$ cat src/rtl/addsub_pkg.sv
package addsub_pkg;
   localparam int FLAG_W = 4;
   localparam int F_NEG  = 3;
   localparam int F_ZERO = 2;
   localparam int F_CARRY = 1;
   localparam int F_OVF  = 0;
   typedef struct packed {
      logic neg;
      logic zero;
      logic carry;
      logic ovf;
   } cond_t;
endpackage

$ cat src/rtl/addsub_core.sv
module addsub_core #(
   parameter int WIDTH = 32
) (
   input  logic             sub,
   input  logic             cin,
   input  logic [WIDTH-1:0] a,
   input  logic [WIDTH-1:0] b,
   output logic [WIDTH-1:0] sum,
   output logic             carry,
   output logic             ovf
);
   localparam int EXT = WIDTH + 1;
   logic [WIDTH-1:0] b_eff;
   logic [EXT-1:0]   usum;
   logic signed [EXT-1:0] ssum;

   initial begin
      if (WIDTH < 2) $error("addsub_core: WIDTH must be at least 2");
   end

   always_comb begin
      b_eff = sub ? ~b : b;
      usum  = {1'b0, a} + {1'b0, b_eff} + {{WIDTH{1'b0}}, cin};
      ssum  = $signed({a[WIDTH-1], a}) + $signed({b_eff[WIDTH-1], b_eff})
            + $signed({{WIDTH{1'b0}}, cin});
      sum   = usum[WIDTH-1:0];
      carry = ({1'b0, sum} != usum);
      ovf   = ($signed({sum[WIDTH-1], sum}) != ssum);
   end
endmodule

$ cat src/rtl/cond_reg.sv
module cond_reg
   import addsub_pkg::*;
#(
   parameter int WIDTH = 32
) (
   input  logic             clk,
   input  logic             rst_n,
   input  logic             load,
   input  logic [WIDTH-1:0] sum,
   input  logic             carry,
   input  logic             ovf,
   output cond_t            flags
);
   always_ff @(posedge clk or negedge rst_n) begin
      if (!rst_n) flags <= '0;
      else if (load) begin
         flags.neg   <= sum[WIDTH-1];
         flags.zero  <= (sum == '0);
         flags.carry <= carry;
         flags.ovf   <= ovf;
      end
   end

   p_flags_hold_r8: assert property (@(posedge clk) disable iff (!rst_n)
      !load |=> $stable(flags))
      else $error("R8 flags changed without load");
   p_zero_neg_r5: assert property (@(posedge clk) disable iff (!rst_n)
      load |=> !(flags.zero && flags.neg))
      else $error("R5 zero and neg both set");
endmodule

$ cat src/rtl/addsub_flags.sv
module addsub_flags
   import addsub_pkg::*;
#(
   parameter int WIDTH = 32
) (
   input  logic             clk,
   input  logic             rst_n,
   input  logic             req_valid,
   input  logic             op_sub,
   input  logic             use_cflag,
   input  logic             set_flags,
   input  logic [WIDTH-1:0] opnd_a,
   input  logic [WIDTH-1:0] opnd_b,
   output logic [WIDTH-1:0] res_out,
   output logic [FLAG_W-1:0] flags_out
);
   cond_t            flags_q;
   logic             cin;
   logic [WIDTH-1:0] sum;
   logic             c_out, v_out;
   logic [WIDTH-1:0] res_q;

   initial begin
      if (WIDTH > 64) $error("addsub_flags: WIDTH above 64 not supported");
   end

   assign cin = use_cflag ? flags_q.carry : op_sub;

   addsub_core #(.WIDTH(WIDTH)) u_core (
      .sub(op_sub), .cin(cin), .a(opnd_a), .b(opnd_b),
      .sum(sum), .carry(c_out), .ovf(v_out)
   );

   cond_reg #(.WIDTH(WIDTH)) u_cond (
      .clk(clk), .rst_n(rst_n), .load(req_valid && set_flags),
      .sum(sum), .carry(c_out), .ovf(v_out), .flags(flags_q)
   );

   always_ff @(posedge clk or negedge rst_n) begin
      if (!rst_n) res_q <= '0;
      else if (req_valid) res_q <= sum;
   end

   assign res_out   = res_q;
   assign flags_out = flags_q;

   p_idle_hold_r9: assert property (@(posedge clk) disable iff (!rst_n)
      !req_valid |=> $stable(res_out) && $stable(flags_out))
      else $error("R9 state moved while idle");
   p_add_r2: assert property (@(posedge clk) disable iff (!rst_n)
      req_valid && !op_sub && !use_cflag |=>
         res_out == $past(opnd_a) + $past(opnd_b))
      else $error("R2 add result wrong");
   p_sub_r3: assert property (@(posedge clk) disable iff (!rst_n)
      req_valid && op_sub && !use_cflag |=>
         res_out == $past(opnd_a) - $past(opnd_b))
      else $error("R3 subtract result wrong");
   p_neg_r5: assert property (@(posedge clk) disable iff (!rst_n)
      req_valid && set_flags |=> flags_out[F_NEG] == res_out[WIDTH-1])
      else $error("R5 neg mismatch");
   p_nosf_r8: assert property (@(posedge clk) disable iff (!rst_n)
      req_valid && !set_flags |=> $stable(flags_out))
      else $error("R8 flags changed");
endmodule

$ cat config.mk
export PLATFORM = sky130hd
export DESIGN_NAME = addsub_flags
export DESIGN_NICKNAME = d
export VERILOG_FILES = /design/src/rtl/addsub_pkg.sv /design/src/rtl/addsub_core.sv /design/src/rtl/cond_reg.sv /design/src/rtl/addsub_flags.sv
export SDC_FILE = /design/constraint.sdc
export NUM_CORES = 1
export LEC_CHECK = 0
export CORE_ASPECT_RATIO = 0.8
export CORE_MARGIN = 2
export CORE_UTILIZATION = 53
export CTS_CLUSTER_SIZE = 40
export DETAILED_ROUTE_END_ITERATION = 8
export PLACE_DENSITY = 0.87
export SYNTH_ARGS = -nofsm -noshare
export SYNTH_HDL_FRONTEND = slang
export SYNTH_HIERARCHICAL = 1
export SYNTH_SLANG_ARGS = --single-unit
$ cat constraint.sdc
create_clock -name clk -period 5.2 [get_ports clk]
set_input_delay 0.78 -clock clk [delete_from_list [all_inputs] [get_ports clk]]
set_output_delay 0.78 -clock clk [all_outputs]
set_load 0.005 [all_outputs]
Yosys cells after proc, flatten, opt, wreduce, memory -nomap -nowiden
Index checks and enable logic that the tools add are counted.

cells by class
  bitwise gates (word level) = 1
  shifts and indexed selects = 0
  $mul = 0
  $add $sub $neg = 4
  divide/modulo/power cells = 0
  magnitude comparators = 0
  muxes and demuxes = 2
  reduce and logical (&&, ||, !) cells = 2
  equal/unequal tests = 1

operators with widths
  kind                                                number
  32-bit by 32-bit adder with 33-bit output           2
  33-bit by 1-bit adder with 33-bit output            1
  33-bit by 2-bit adder with 33-bit output            1
  32-bit by 33-bit inequality test with 1-bit output  1
  32-bit zero test                                    1
  32-bit two-way mux                                  1
  32-bit NOT                                          1
  1-bit logical AND                                   1
  1-bit two-way mux                                   1

word-level totals
  bits in latches = 0
  register bits after elaboration = 36
  bits of input ports = 70
  output and inout bits = 36
  memories = 0
  memory bits (read-only) = 0
  RAM bits = 0

Logic depth before layout (Yosys ltp)
  depth in word-level cells = 5
  mapped depth = 15
  gate-level depth less buffers = 13

Hierarchy
The synthesis kept the hierarchy.

modules (own cells, without submodules)
  module        area each (sq um)  cells each  instances
  addsub_core   2212.1             299         1
  addsub_flags  1358.8             70          1
  cond_reg      245.2              20          1

Worst setup path before layout
No wires, ideal clock.

  path kind = in2reg
  from = in op_sub
  to = reg u_cond/flags[2] (netlist bit)
  required time = 5108 ps
  setup time = 92 ps
  data arrival time = 4254 ps
  setup slack = 855 ps
  stages = 15
  path through = clkbuf_1 > buf_1 > xor2_1 > fa_1 > fa_1 > a21o_1 > a221o_1 > nand3_1 > o311ai_2 > a31oi_1 > o21bai_2 > xor2_1 > nor4_1 > nand4_1 > o31ai_2

between the ends
  longest elaborated chain between the ends = 4
  elaborated cells on any way between the ends = 5
  classes of those cells = 2 x add/sub; 2 x mux; 1 x reduce/logical

ends and longest elaborated chain
  what                                          RTL line            source
  start, declared                               addsub_flags.sv:9   input logic op_sub,
  32-bit two-way mux                            addsub_core.sv:22   b_eff = sub ? ~b : b;
  32-bit by 32-bit adder with 33-bit output     addsub_core.sv:23   usum = {1'b0, a} + {1'b0, b_eff} + {{WIDTH{1'b0}}, cin};
  33-bit by 1-bit adder with 33-bit output (*)  addsub_core.sv:23
  named net sum[22]                             addsub_flags.sv:19  logic [WIDTH-1:0] sum;
  32-bit zero test (*)                          cond_reg.sv:18      flags.zero <= (sum == '0);
  end, declared                                 cond_reg.sv:12      output cond_t flags

The timed path passes the listed nets; every way through them passes the cells marked *.
A chain may end at the register's enable or synchronous reset.

Worst setup path in the final report
  from = in use_cflag
  to = reg u_cond/flags[2] (netlist bit)

between the ends
  longest elaborated chain between the ends = 3

ends and longest elaborated chain
  what                                      RTL line            source
  start, declared                           addsub_flags.sv:10  input logic use_cflag,
  1-bit two-way mux                         addsub_flags.sv:27  assign cin = use_cflag ? flags_q.carry : op_sub;
  named net cin                             addsub_flags.sv:18  logic cin;
  33-bit by 1-bit adder with 33-bit output  addsub_core.sv:23
  named net sum[10]                         addsub_flags.sv:19
  32-bit zero test                          cond_reg.sv:18

The timed path passes the listed nets, and every way through them passes these cells.

==> flow_summary.yaml <==
cts:
  hold_buffers: 0
  ctsResizeCount: 0
  cts_post_setup_buffers_inserted: 0
  clockRootBuffer: "clkbuf_8"
  clock_path_buffers: 2
  clkSinkCount: 36
  path_clk_slew_ns: 0.08
  clock_latency_ns: 0.30
  htree_levels: 2
  numCtsBuffers: 5
  cts_tree: "built"
die:
  io_pins: 106
  core_area_um2: 6930
  die_w_um: 98.9
  start_util_pct: 55.1
  dieArea_um2: 7900
  rows: 27
  die_h_um: 79.9
yosys:
  avgSynthCellArea_um2: 9.81
  ys_top_cells_by_area: "dfrtp_1 24%, mux2_4 11%, ha_1 10%"
  synth_warnings: 6
  synth_edf_count: 0
  synth_top_cell_area_share_pct: 23.6
  synth_area_leader_cell: "dfrtp_1"
  synthXorXnorAreaFrac_pct: 14.7
  synth-main-ff-cell: "dfrtp_1"
  synthArstFlopShare_pct: 100
  synth_nets: 493
  yosys.cell_count.top_type: "xor2_1"
  yosysUniqueCellTypes: 62
  ys_seq_area_share_pct: 23.6
  synthAdderAreaFrac_pct: 11.7
  synth-seq-cells: 36
  synth_top_family_by_area: "compound AO/OA/AOI/OAI gates"
  netlist_area_um2: 3820
  synth_compound_area_share_pct: 20.0
  synth_cells: 389
  synthMuxAreaShare_pct: 13.5
  synth-simple-area-share_pct: 12.8
  synth_common_cells: "44 x xor2_1, 36 x dfrtp_1, 35 x a21oi_1, 31 x ha_1"
cells_and_area:
  utilization_pct: 71.9
  drive_gt1_share_pct: 13.9
  fillerInstances: 521
  synthToLayoutAreaGrowth_pct: 30.5
  n_antenna_cell: 0
  nNetsFinal: 593
  design_area_um2: 4980
grt:
  first_global_vias: 3355
  grt_pass1_wl_um: 17200
  grt_max_degree: 37
  grtUsageTotal_pct: 27.6
  antenna_found_initial: 0
  gr-total-overflow: 0
worst_setup_path:
  end_kind: "flip-flop"
  path_buf_inv: 1
  worstPathCellList: "clkdlybuf4s50_1, mux2_2, fa_1, fa_1, a21o_1, a221o_1, nand3_1, nand2_1, a21o_1, a21oi_1, xnor2_1, nor4_1, nand4_1, o31ai_2"
  worst_ep_required_time_ns: 5.42
  arrival_ns: 4.63
  crit_type: "in -> reg"
  critical_path.max_stage_delay_ns: 0.48
  start_kind: "primary input"
  cp_top_family: "compound AO/OA/AOI/OAI gates"
  cp_max_fo: 4
  crit_path_top_delay_cell: "fa_1"
timing:
  slew_violations: 0
  worst_slew_pin_slew_ns: 1.04
  tns_ns: 0
  fmax_mhz: 227
  fin_skew_ns: 0.00875
  rsz0062_at_grt: "false"
  layout_min_cycle_time_ns: 4.41
  relSlewSlack_pct: 30.9
  finalSetupViolations: 0
  hold_violations: 0
  fin_crit_sh_pct: 84.8
drt:
  vias: 3491
  avgViaCountPerCell: 6.05
  postRouteWirelength_um: 11000
  drc: 0
  dr.first_iter.drc_count: 220
  drt_first_pass_iters: 5
  ant_nets: 0
  wl_per_cell_um: 19.0
placed_design:
  hpwl_um: 8980
  io_buffers: 105
  postPlaceCellArea_um2: 4870
  gp_congestion: 0.967
job:
  maxCapViolations: 0
power_and_ir_drop:
  leakage_nw: 2.11
  vdd_drop_max_mv: 0.182
  powerDensity_nw_per_um2: 338
  finalPower_w: 0.00168
run_status:
  status: "complete, no violations"
worst_hold_path:
  min_path_type: "reg -> reg"
power breakdown:
group / internal [W] / switching, W
clock: 0.000143 / 0.000116
combinational: 0.000539 / 0.000432
sequential: 0.000385 / 0.0000686
total: 0.00107 / 0.000617
state kept, by name, indices dropped and copies added (netlist names):
register and flops:
res_out 32, u_cond/flags 4
routing by layer:
layer  routed length [um]  track usage [%]  up-vias
met2                 4900             43.5      181
li1                     -                -     1640
met1                 4960             38.3     1649
met5                    0                0        -
met4                  245             9.45        0
met3                  863             4.47       21
final cells by class:
type	instances	area (um^2)	share of cell area, %
Multi-Input combinational cell	331	2770	55.7
Clock buffer	6	72.6	1.46
Sequential cell	36	901	18.1
Timing Repair Buffer	108	1060	21.4
Clock inverter	2	35.0	0.703
Inverter	7	26.3	0.528
Tap cell	87	109	2.19
worst paths after layout:
path | slack [ns] | cells past startpoint | to | startpoint
setup / recovery | 0.79 | 14 | u_cond/flags[2] | use_cflag
hold / removal | 0.51 | 1 | u_cond/flags[0] | u_cond/flags[0]
setup reg to reg | 1.38 | 13 | u_cond/flags[2] | u_cond/flags[1]
hold reg to reg | 0.51 | 1 | u_cond/flags[0] | u_cond/flags[0]
max in group asynchronous | 3.95 | 2 | res_out[25] | rst_n
min in group asynchronous | 0.91 | 2 | res_out[15] | rst_n
stage by stage:
stage / setup WS (ns) / instances / hold WS (ns)
floorplan: 0.855 / 389 / 0.483
global placement: 0.600 / 569 / 0.468
detailed placement: 0.501 / 569 / 0.489
CTS: 0.822 / 577 / 0.508
global route: 0.589 / 577 / 0.517
finish: 0.789 / 577 / 0.506
kinds of logic (layout without fill, tap and decap cells):
| logic type | after synthesis | after routing |
|---|---|---|
| buffers and inverters | 22 | 123 |
| DFF | 36 | 36 |
| muxes | 36 | 36 |
| AOI/OAI and AO/OA | 109 | 109 |
| adders and majority gates | 34 | 34 |
| and+or+nand+nor | 88 | 88 |
| xor gates and xnor gates | 64 | 64 |
layout by cell type (no fill, tap or decap), types with 4 or more instances in the layout:
master and n:
nand4_1 8, o21bai_1 6, and3_1 5, dfrtp_1 36, mux2_4 29, nor3_1 6, clkbuf_8 5, a21o_1 6
ha_1 31, o21a_1 7, o21ai_1 4, nor2_1 17, a21oi_1 35, nor4_1 5, clkdlybuf4s50_1 103, xor2_1 44
xnor2_1 20, mux2_2 4, nand2_1 29, inv_1 7, o21ai_0 16
(Power assumes the default switching activity.)
